<file path="config.mk">
export PLATFORM = sky130hd
export DESIGN_NAME = pwrseq_core
export DESIGN_NICKNAME = d
export VERILOG_FILES = /design/src/rtl/pwrseq_pkg.sv /design/src/rtl/pwrseq_timer.sv /design/src/rtl/pwrseq_word.sv /design/src/rtl/pwrseq_core.sv
export SDC_FILE = /design/constraint.sdc
export NUM_CORES = 1
export LEC_CHECK = 0
export ABC_AREA = 0
export BUFFER_PORTS_ARGS = -buffer_cell sky130_fd_sc_hd__buf_4
export CORE_MARGIN = 4
export CORE_UTILIZATION = 49
export DETAILED_ROUTE_END_ITERATION = 10
export PLACE_DENSITY = 0.88
export SYNTH_ARGS = -nofsm -noshare
export SYNTH_HDL_FRONTEND = slang
export SYNTH_HIERARCHICAL = 1
export SYNTH_SLANG_ARGS = --single-unit
</file>
<file path="constraint.sdc">
create_clock -name clk -period 4.1 [get_ports clk]
set_clock_uncertainty 0.15 [all_clocks]
set_input_delay 0.82 -clock clk [delete_from_list [all_inputs] [get_ports clk]]
set_output_delay 0.82 -clock clk [all_outputs]
set_load 0.03 [all_outputs]
</file>
<file path="src/rtl/pwrseq_pkg.sv">
package pwrseq_pkg;

    typedef enum logic [3:0] {
        S_IDLE,
        S_RAIL,
        S_L2ON,
        S_SETTLE,
        S_PORHOLD,
        S_UNCLAMP,
        S_RELEASE,
        S_UP,
        S_ON
    } seq_state_t;

    localparam int BIT_PLL_CLAMP = 8;
    localparam int BIT_PWRUP     = 7;
    localparam int BIT_POR       = 5;
    localparam int BIT_CORE_RST  = 4;
    localparam int BIT_L2_SLP    = 3;
    localparam int BIT_IO_CLAMP  = 0;

    function automatic int us_cycles(input int us, input int mhz);
        int c;
        c = us * mhz;
        return (c < 1) ? 1 : c;
    endfunction

    function automatic int ns_cycles(input int ns, input int mhz);
        int c;
        c = (ns * mhz + 999) / 1000;
        return (c < 1) ? 1 : c;
    endfunction

    function automatic int max2(input int a, input int b);
        return (a > b) ? a : b;
    endfunction

endpackage

</file>
<file path="src/rtl/pwrseq_timer.sv">
module pwrseq_timer #(
    parameter int CNT_W = 8
) (
    input  logic             clk,
    input  logic             rst_n,
    input  logic             clr,
    input  logic [CNT_W-1:0] limit_m1,
    output logic             expire
);

    logic [CNT_W-1:0] cnt_q;

    assign expire = (cnt_q >= limit_m1);

    always_ff @(posedge clk) begin
        if (!rst_n) begin
            cnt_q <= '0;
        end else if (clr) begin
            cnt_q <= '0;
        end else if (!expire) begin
            cnt_q <= cnt_q + 1'b1;
        end
    end

endmodule

</file>
<file path="src/rtl/pwrseq_word.sv">
module pwrseq_word
    import pwrseq_pkg::*;
#(
    parameter int WORD_W = 32
) (
    input  seq_state_t        st,
    output logic [WORD_W-1:0] word
);

    always_comb begin
        word = '0;
        unique case (st)
            S_IDLE, S_RAIL: ;
            S_L2ON: begin
                word[BIT_PLL_CLAMP] = 1'b1;
                word[BIT_L2_SLP]    = 1'b1;
                word[BIT_IO_CLAMP]  = 1'b1;
            end
            S_SETTLE: begin
                word[BIT_PLL_CLAMP] = 1'b1;
                word[BIT_IO_CLAMP]  = 1'b1;
            end
            S_PORHOLD: begin
                word[BIT_PLL_CLAMP] = 1'b1;
                word[BIT_POR]       = 1'b1;
                word[BIT_IO_CLAMP]  = 1'b1;
            end
            S_UNCLAMP: begin
                word[BIT_PLL_CLAMP] = 1'b1;
                word[BIT_POR]       = 1'b1;
            end
            S_RELEASE: begin
                word[BIT_PLL_CLAMP] = 1'b1;
            end
            S_UP, S_ON: begin
                word[BIT_PLL_CLAMP] = 1'b1;
                word[BIT_PWRUP]     = 1'b1;
            end
            default: ;
        endcase
        word[BIT_CORE_RST] = 1'b0;
    end

endmodule

</file>
<file path="src/rtl/pwrseq_core.sv">
module pwrseq_core
    import pwrseq_pkg::*;
#(
    parameter int         CLK_MHZ    = 200,
    parameter int         WORD_W     = 32,
    parameter int         RAIL_US    = 512,
    parameter int         SETTLE_NS  = 300,
    parameter int         POR_US     = 2,
    parameter int         UNCLAMP_US = 2,
    parameter int         RELEASE_US = 100,
    parameter logic [7:0] RAIL_CODE  = 8'hA4
) (
    input  logic              clk,
    input  logic              rst_n,
    input  logic              start,
    output logic              rail_req,
    output logic [7:0]        rail_code,
    output logic [WORD_W-1:0] ctrl_word,
    output logic              busy,
    output logic              done
);

    localparam int RAIL_CYC    = us_cycles(RAIL_US, CLK_MHZ);
    localparam int SETTLE_CYC  = ns_cycles(SETTLE_NS, CLK_MHZ);
    localparam int POR_CYC     = us_cycles(POR_US, CLK_MHZ);
    localparam int UNCLAMP_CYC = us_cycles(UNCLAMP_US, CLK_MHZ);
    localparam int RELEASE_CYC = us_cycles(RELEASE_US, CLK_MHZ);
    localparam int MAX_CYC     = max2(max2(RAIL_CYC, RELEASE_CYC),
                                      max2(SETTLE_CYC, max2(POR_CYC, UNCLAMP_CYC)));
    localparam int CNT_W       = $clog2(MAX_CYC + 1);

    seq_state_t       state_q, state_d;
    logic [CNT_W-1:0] limit_m1;
    logic             expire;
    logic             clr;

    // wait length of the current state, minus one
    always_comb begin
        unique case (state_q)
            S_RAIL:    limit_m1 = CNT_W'(RAIL_CYC - 1);
            S_SETTLE:  limit_m1 = CNT_W'(SETTLE_CYC - 1);
            S_PORHOLD: limit_m1 = CNT_W'(POR_CYC - 1);
            S_UNCLAMP: limit_m1 = CNT_W'(UNCLAMP_CYC - 1);
            S_RELEASE: limit_m1 = CNT_W'(RELEASE_CYC - 1);
            default:   limit_m1 = '0;
        endcase
    end

    always_comb begin
        state_d = state_q;
        unique case (state_q)
            S_IDLE:    if (start)  state_d = S_RAIL;
            S_RAIL:    if (expire) state_d = S_L2ON;
            S_L2ON:                state_d = S_SETTLE;
            S_SETTLE:  if (expire) state_d = S_PORHOLD;
            S_PORHOLD: if (expire) state_d = S_UNCLAMP;
            S_UNCLAMP: if (expire) state_d = S_RELEASE;
            S_RELEASE: if (expire) state_d = S_UP;
            S_UP:                  state_d = S_ON;
            S_ON:      if (start)  state_d = S_RAIL;
            default:               state_d = S_IDLE;
        endcase
    end

    assign clr = (state_d != state_q);

    always_ff @(posedge clk) begin
        if (!rst_n) begin
            state_q <= S_IDLE;
        end else begin
            state_q <= state_d;
        end
    end

    pwrseq_timer #(
        .CNT_W   (CNT_W)
    ) u_timer (
        .clk      (clk),
        .rst_n    (rst_n),
        .clr      (clr),
        .limit_m1 (limit_m1),
        .expire   (expire)
    );

    pwrseq_word #(
        .WORD_W (WORD_W)
    ) u_word (
        .st   (state_q),
        .word (ctrl_word)
    );

    always_comb begin
        rail_req  = (state_q != S_IDLE);
        rail_code = rail_req ? RAIL_CODE : 8'h00;
        busy      = (state_q != S_IDLE) && (state_q != S_ON);
        done      = (state_q == S_UP);
    end

    // a sequence starts with the rail up and the word still clear
    a_r2_busy_rise: assert property (@(posedge clk) disable iff (!rst_n)
        $rose(busy) |-> (rail_req && ctrl_word == '0));

    // cache-sleep bit rises only once the rail request is up
    a_r4_l2_after_rail: assert property (@(posedge clk) disable iff (!rst_n)
        $rose(ctrl_word[BIT_L2_SLP]) |-> rail_req);

    // the I/O clamp is released only while power-on reset is held
    a_r6_unclamp_in_reset: assert property (@(posedge clk) disable iff (!rst_n)
        $fell(ctrl_word[BIT_IO_CLAMP]) |-> ctrl_word[BIT_POR]);

    // powered-up bit rises only with reset and clamp both released
    a_r7_pwrup_clean: assert property (@(posedge clk) disable iff (!rst_n)
        $rose(ctrl_word[BIT_PWRUP]) |-> (!ctrl_word[BIT_POR] && !ctrl_word[BIT_IO_CLAMP]));

    // done comes with the first cycle of the powered-up bit, then busy drops
    a_r8_done_edge: assert property (@(posedge clk) disable iff (!rst_n)
        done |-> (ctrl_word[BIT_PWRUP] && !$past(ctrl_word[BIT_PWRUP])));
    a_r8_busy_drop: assert property (@(posedge clk) disable iff (!rst_n)
        done |=> !busy);

    // a start during a sequence does not cut it short
    a_r10_start_ignored: assert property (@(posedge clk) disable iff (!rst_n)
        (busy && start && !done) |=> busy);

endmodule

</file>
# Yosys cells after proc, flatten, opt, wreduce, memory -nomap -nowiden
# Cells that the tools add are included.
[classes]
add_sub_neg = 1
bitwise = 1
reduce_logical = 9
n_lt_le_gt_ge = 1
n_mux = 14
n_eq_ne = 10
n_div = 0
multipliers = 0
shifts = 0
[op_table]
columns = ["op", "count"]
rows = [
  ["$pmux W17 S4", 1],
  ["$pmux W4 S8", 1],
  ["$mux W4", 6],
  ["$add A17 B1 Y17 const B", 1],
  ["$ge A17 B17 Y1", 1],
  ["$eq A4 B3 Y1 const B", 4],
  ["$eq A4 B2 Y1 const B", 2],
  ["$mux W8", 1],
  ["$reduce_or A2 Y1", 4],
  ["$reduce_or A7 Y1", 1],
  ["$mux W1", 5],
  ["$eq A4 B1 Y1 const B", 1],
  ["$eq A4 B4 Y1 const B", 1],
  ["$logic_not A4 Y1", 1],
  ["$ne A4 B4 Y1", 1],
  ["$ne A4 B4 Y1 const B", 1],
  ["$reduce_bool A4 Y1", 1],
  ["$reduce_or A3 Y1", 1],
  ["$logic_and A1 B1 Y1", 1],
  ["$not A1 Y1", 1],
]
[word_totals]
latch_bits = 0
rom_bits = 0
output_inout_bits = 43
memories = 0
ram_bits = 0
reg_bits = 21
inputBits = 3

# Longest topological paths before layout
# Gate-level depths: netlist (run 1).
[depth]
depth_word = 8
ltp_mapped = 19
mapped_depth_nobuf = 15

# Modules after synthesis
# Netlist (run 1), hierarchy kept.
[by_module_without_submodules]
columns = ["module", "cells_each", "area_each_um2", "seq_area_each_um2", "n_inst"]
rows = [
  ["pwrseq_timer", 157, 1278.7, 340.3, 1],
  ["pwrseq_core", 58, 404.1, 80.1, 1],
  ["pwrseq_word", 38, 265.3, 0.0, 1],
]

# Worst setup path after synthesis (run 1)
# Ideal clock, no wire load.
[synth_path]
kind = "register to register"
start = "register state_q[2]"
end = "register u_timer.cnt_q[10]"
setup_time_ps = 70
slack_ps = 43
arrival_ps = 3837
path_stages_with_launch = 19
required_ps = 3880
cell_sequence = "dfxtp_1 buf_2 nor2_1 nor3_1 inv_1 ha_1 a21oi_2 a21boi_1 o311ai_2 nand3_2 buf_6 buf_6 nor2_1 a21oi_1 a2bb2oi_1 or2b_2 clkdlybuf4s50_2 clkbuf_1 a21oi_1"
[synth_between]
elab_chain_cells = 8
word_cells_on_any_way = 22
[synth_rtl]
columns = ["item", "line", "text"]
rows = [
  ["from (decl)", "pwrseq_core.sv:32", "seq_state_t state_q, state_d;"],
  ["from (signal assigned)", "pwrseq_core.sv:71", "state_q <= state_d;"],
  ["$eq A4 B3 Y1", "pwrseq_core.sv:39", "unique case (state_q)"],
  ["$reduce_or A2 Y1 (no source line)", "n/a", ""],
  ["$pmux W17 S4 (*)", "pwrseq_core.sv:39", ""],
  ["net limit_m1[0]", "pwrseq_core.sv:33", "logic [CNT_W-1:0] limit_m1;"],
  ["$ge A17 B17 Y1 (*)", "pwrseq_timer.sv:13", "assign expire = (cnt_q >= limit_m1);"],
  ["net expire", "pwrseq_core.sv:34", "logic expire;"],
  ["$mux W4, on equally long branches", "n/a", ""],
  ["$pmux W4 S8 (*)", "pwrseq_core.sv:51", "unique case (state_q)"],
  ["$ne A4 B4 Y1 (*)", "pwrseq_core.sv:65", "assign clr = (state_d != state_q);"],
  ["net clr", "pwrseq_core.sv:35", "logic clr;"],
  ["$reduce_or A2 Y1 (no source line) (*)", "n/a", ""],
  ["to (signal assigned)", "pwrseq_timer.sv:21", "cnt_q <= cnt_q + 1'b1;"],
  ["to (decl)", "pwrseq_timer.sv:11", "logic [CNT_W-1:0] cnt_q;"],
]
# Mark *: on every way through the listed nets, which the timed path passes. The rest lies on a longest branch.
# A chain may end at the register's enable or synchronous reset.

# Final worst setup path (run 1)
[layout_path]
start = "register state_q[0]"
end = "register u_timer.cnt_q[5]"
# The elaborated chain is that of the path after synthesis.

==> impl_metrics.toml, run 1 <==
[floorplanning]
core_um2 = 3740
row_count = 22
die_w_um = 71.1
initial_core_util_pct = 52.0
die_h_um = 71.1
num_io_pins = 46
die-area_um2 = 5050

[placement]
portBuffers = 13
dp_slack_ns = 0.436
hpwlAfterDp_um = 2780
dpl.cell_count = 303
place_congestion = 0.843

[worst_setup_path]
r2r_slack_ns = 0.39
endpoint_kind = "flip-flop"
reg2regPathDepth = 14
cp_data_arrival_time_ns = 3.75
r2r_start = "state_q[0]$_SDFF_PN0_"
crit_type = "flip-flop to flip-flop"
cp-start-kind = "flip-flop"
cp_data_required_time_ns = 4.14
critPathMaxFanout = 19
reg2reg_to = "u_timer/cnt_q[5]$_SDFFE_PP0N_"

[min_path]
hold_path.class = "flip-flop to flip-flop"
min_from = "u_timer/cnt_q[16]$_SDFFE_PP0N_"
hold_depth = 2
hold_path_end = "u_timer/cnt_q[16]$_SDFFE_PP0N_"

[finish]
nets = 281
fillCellCount = 378
fin_cells = 307
utilization_pct = 52.1
drive_gt1_share_pct = 12.4
diodes = 0
area_growth_pct = 0.0643

[sta]
fin_crit_ns = 3.71
worst_slack_ns = 0.388
fmax_mhz = 269
rsz0062_at_grt = "false"
finalSetupViolations = 0
slew_violations = 0
tightest_slew_ns = 0.648
finalCritPeriodShare_pct = 90.5
tns_ns = 0
relSlewSlack_pct = 56.7
final_hold_viol_count = 0

[drt]
ant_nets = 0
vias = 1656
dr.pass1.iters = 4
wl_per_cell_um = 12.3
routed_wl_um = 3760
drt_iter0_drc = 49
drc = 0
viasPerCell = 5.39

[clocking]
clkTransAtPathRegs_ns = 0.08
cts_tree = "done"
ctsHoldBuffers = 0
h-tree-depth = 1
cts.path.max_buffers = 2
postCtsSetupBuffers = 0
cts_resized = 0
cts_sinks = 21
cts_made_buffers = 3
worstSkewPairLatency_ns = 0.26
cts_root_buffer = "clkbuf_8"

[synth]
postSynthCellCount = 253
ys.flop_type = "dfxtp_1"
synthArstFlopShare_pct = 0
avgSynthCellArea_um2 = 7.70
ys.warnings.count = 6
syn-cell-area_um2 = 1950
ys_types = 42
synth_edf_count = 0
synth_seq_cells = 21
yosysSeqAreaShare_pct = 21.6

[power_and_ir_drop]
peakVddDrop_v = 0.000162
p_per_area_nw_per_um2 = 242
power_w = 0.000471
p_leak_nw = 0.818

[run]
drv_cap = 0

[global_routing]
antenna_found_initial = 0
gr-total-overflow = 0
grt_max_degree = 26
grt_pass1_wl_um = 6240
first_global_vias = 1470
track_usage_pct = 14.8

[run_status]
status = "finished, final reports clean"
==> cells in the mapped netlist, drive strengths merged (2+ instances only) <==
library cell,count,area (µm²)
buf,41,312
a21oi,26,138
dfxtp,21,420
inv,20,75.1
ha,18,225
nand2,18,67.6
o21ai,14,70.1
nand3,11,60.1
nor2,10,37.5
or3,9,61.3
nor3,8,40.0
o31ai,8,65.1
or4,8,60.1
nand2b,7,43.8
nand4,7,58.8
or2,5,31.3
and3,2,12.5
and4,2,20.0
clkbuf,2,7.51
conb,2,7.51
or2b,2,16.3
xor2,2,17.5
==> cells by family after synthesis <==
kind of cell	Yosys count	share of synthesized area, %
compound gates	54	17.3
xor+xnor	3	1.35
fa+ha+maj	18	11.6
buf+inv	64	20.8
flops	21	21.6
other cells	2	0.386
simple gates	91	27.0
==> cells in the final DEF, fill, tap and decap left out, types with 2 or more instances in the layout <==
cell type	netlist	routed
conb_1	2	34
a21oi_1	24	24
dfxtp_1	21	21
inv_1	20	20
nand2_1	18	18
ha_1	18	18
o21ai_0	14	14
buf_4	35	14
nor2_1	10	10
nand3_1	10	10
nor3_1	8	8
or3_1	8	8
or4_1	8	8
nand2b_1	7	7
o31ai_1	7	7
nand4_1	6	6
or2_2	4	4
clkbuf_8	0	3
and3_1	2	2
xor2_1	2	2
a21oi_2	2	2
==> sequential cells by signal, indices dropped and copies added (netlist names) <==
| register | flops |
|---|---|
| u_timer/cnt_q | 17 |
| state_q | 4 |
==> power breakdown <==
part	internal [W]	leakage (nW)	switching, W
sequential	0.000207	0.170	0.00000754
clock	0.0000678	0.0255	0.0000712
combinational	0.0000305	0.623	0.0000867
==> per-layer routing <==
metal	wire [µm]	GRT usage (%)	up-vias	share of wire, %
met2	1900	26.6	38	51
met3	169	1.99	4	4.5
li1	-	-	840	-
met5	0	0	-	0
met1	1640	18.2	774	44
met4	42	4.80	0	1.1
==> critical path: stages (launching register included) <==
cell and delay, ns:
dfxtp_1 0.70, nand2b_1 0.19, nor3_1 0.42, or2_2 0.23, inv_1 0.05, ha_1 0.30, nand2_1 0.08, nor3_1 0.07
a221oi_2 0.33, nand3_2 0.12, nor2_1 0.14, a21oi_1 0.08, a2bb2oi_1 0.17, or2b_2 0.44, a21oi_1 0.16
==> cell type report <==
cell class	instances	area, µm²	share of cell area [%]
clock buffers	3	41.3	2.12
clock inverters	1	5.00	0.257
inverters	20	75.1	3.85
multi-input cells	200	1240	63.7
flip-flops and latches	21	420	21.6
well taps	48	60.1	3.08
repair buffers	14	105	5.39
==> how the worst max path moves through the flow <==
stage | start | endpoint | slack [ns] | depth (start not counted)
floorplan | state_q[2]$_SDFF_PN0_ | u_timer/cnt_q[10]$_SDFFE_PP0N_ | 0.04 | 18
global placement | state_q[0]$_SDFF_PN0_ | u_timer/cnt_q[5]$_SDFFE_PP0N_ | 0.48 | 14
detailed placement | state_q[0]$_SDFF_PN0_ | u_timer/cnt_q[5]$_SDFFE_PP0N_ | 0.44 | 14
CTS | state_q[0]$_SDFF_PN0_ | u_timer/cnt_q[5]$_SDFFE_PP0N_ | 0.39 | 14
global route | state_q[0]$_SDFF_PN0_ | u_timer/cnt_q[15]$_SDFFE_PP0N_ | 0.04 | 13
finish | state_q[0]$_SDFF_PN0_ | u_timer/cnt_q[5]$_SDFFE_PP0N_ | 0.39 | 14
==> metrics by stage <==
step | hold slack [ns] | area [µm²]
CTS | 0.350 | 1950
finish | 0.349 | 1950
detailed placement | 0.339 | 1900
global placement | 0.329 | 1900
floorplan | 0.312 | 2070
global route | 0.377 | 1950
Note: power is estimated with default switching activity, not from simulation.
==> inputs of run 2 (changes only) <==
clock period = 3 ns   (was 4.1 ns; I/O delays follow)
==> impl_metrics.toml, run 2 (synthesized netlist as in run 1, its figures left out) <==
[power_and_ir_drop]
intPower_w = 0.000449
p_per_area_nw_per_um2 = 279
pwr-share-clk_pct = 26.2
combPwrFrac_pct = 32.7
pwr-share-seq_pct = 41.2
p_leak_nw = 1.01
p_sw_w = 0.000257
peakVddDrop_v = 0.000324
switching_share_pct = 36.4

[clocking]
clkTransAtPathRegs_ns = 0.08
cts.path.max_buffers = 2
cts_root_buffer = "clkbuf_8"
cts_tree = "done"
worstSkewPairLatency_ns = 0.26
cts_sinks = 21
ctsHoldBuffers = 0
cts_made_buffers = 3
h-tree-depth = 1

[drt]
vias = 1903
dr.pass1.iters = 5
drt_iter0_drc = 122
drc = 0
routed_wl_um = 5420
viasPerCell = 5.65
wl_per_cell_um = 16.1
ant_nets = 0

[global_routing]
antenna_found_initial = 0
track_usage_pct = 18.4
grt_max_degree = 13
grt_pass1_wl_um = 7580
first_global_vias = 1704
gr-total-overflow = 0

[sta]
final_hold_viol_count = 0
slew_violations = 0
fin_crit_ns = 3.06
fmax_mhz = 326
whs_ns = 0.392
finalCritPeriodShare_pct = 102
finalSetupViolations = 16
worst_slack_ns = -0.0649
rsz0062_at_grt = "true"

[floorplanning]
die_w_um = 71.1
num_io_pins = 46
row_count = 22
core_um2 = 3740
die_h_um = 71.1
initial_core_util_pct = 52.0
die-area_um2 = 5050

[finish]
fillCellCount = 259
finish.instance_area_um2 = 2530
reg_top3 = "u_timer/cnt_q x17, state_q x4"
nets = 311
final_cell_mix = "buf_4 (39), conb_1 (34), a21oi_2 (19), dfxtp_1 (17), nand2_1 (15)"
largest_reg_flops = 17
final_common_cell = "buf_4"
diodes = 0
top_register = "u_timer/cnt_q"
drive_gt1_share_pct = 39.1
area_growth_pct = 29.8

[placement]
portBuffers = 13
place_congestion = 0.808
hpwlAfterDp_um = 3250
placed_cell_area_um2 = 2120

[worst_setup_path]
critPathMaxFanout = 8
reg2regPathDepth = 14
r2r_slack_ns = -0.06
cp_data_arrival_time_ns = 3.11
cp-start-kind = "flip-flop"
cp_data_required_time_ns = 3.04
crit_type = "flip-flop to flip-flop"
endpoint_kind = "flip-flop"

[run]
drv_cap = 0

[min_path]
hold_path.class = "flip-flop to flip-flop"
hold_depth = 2

[run_status]
violations = "negative setup slack"
status = "complete, but fails checks"
-- run 2: area by class of cell --
| cell class | count | area [µm²] | share of cell area, % |
|---|---|---|---|
| Timing Repair Buffer | 43 | 339 | 13.4 |
| Clock buffer | 4 | 45.0 | 1.78 |
| Tap cell | 48 | 60.1 | 2.38 |
| Sequential cell | 21 | 433 | 17.1 |
| Inverter | 20 | 75.1 | 2.97 |
| Multi-Input combinational cell | 201 | 1580 | 62.3 |
-- run 2: worst paths after layout --
path	from	end
worst max-delay path	state_q[0]$_SDFF_PN0_	u_timer/cnt_q[2]$_SDFFE_PP0N_
worst min-delay path	u_timer/cnt_q[16]$_SDFFE_PP0N_	u_timer/cnt_q[16]$_SDFFE_PP0N_
worst max register to register	state_q[0]$_SDFF_PN0_	u_timer/cnt_q[2]$_SDFFE_PP0N_
worst min register to register	u_timer/cnt_q[16]$_SDFFE_PP0N_	u_timer/cnt_q[16]$_SDFFE_PP0N_
-- run 2: what timing repair did --
| action | in CTS | in global routing |
|---|---|---|
| pin swaps | 4 | 18 |
| resized for setup | 8 | 37 |
| endpoints found under the setup margin | 18 | 20 |
| buffers inserted | 12 | 5 |
| cloned | 1 | 0 |
-- run 2: routing by layer --
metal  share of wire, %  track usage, %  vias to the layer above
met5                  0               0                        -
met3                5.9            2.41                       14
met2                 54            34.8                       90
met4                2.4            6.05                        0
met1                 37            21.0                      905
li1                   -               -                      894
-- run 2: power groups by stage --
| stage | Clock (W) | Sequential (W) | Combinational, W |
|---|---|---|---|
| floorplan | 0 | 0.000296 | 0.000191 |
| global placement | 0 | 0.000298 | 0.000171 |
| detailed placement | 0 | 0.000299 | 0.000177 |
| CTS | 0.000192 | 0.000289 | 0.000197 |
| global route | 0.000202 | 0.000292 | 0.000245 |
| finish | 0.000185 | 0.000290 | 0.000231 |
-- run 2: through the flow --
stage,util [%],std cells,worst slack [ns],total power (W),TNS [ns]
final,67.5,337,-0.0649,0.000706,-0.734
after global routing,67.5,337,-0.167,0.000739,-2.46
after CTS,61.6,333,0.00196,0.000678,0
after detailed placement,56.6,316,-0.172,0.000475,-2.15
after global placement,56.6,316,0.0451,0.000469,0
after floorplan,-,285,-0.168,0.000486,-1.72
-- run 2: critical path, stage by stage, from the launching register on --
cell	delay [ns]
dfxtp_4	0.43
buf_6	0.14
nand2b_1	0.10
a21oi_1	0.17
inv_1	0.06
ha_1	0.33
nand4_1	0.14
a21oi_1	0.11
o311ai_4	0.32
nand3_4	0.19
nor2_4	0.16
a21oi_2	0.07
a2bb2oi_2	0.19
or2b_4	0.32
nor2_1	0.13
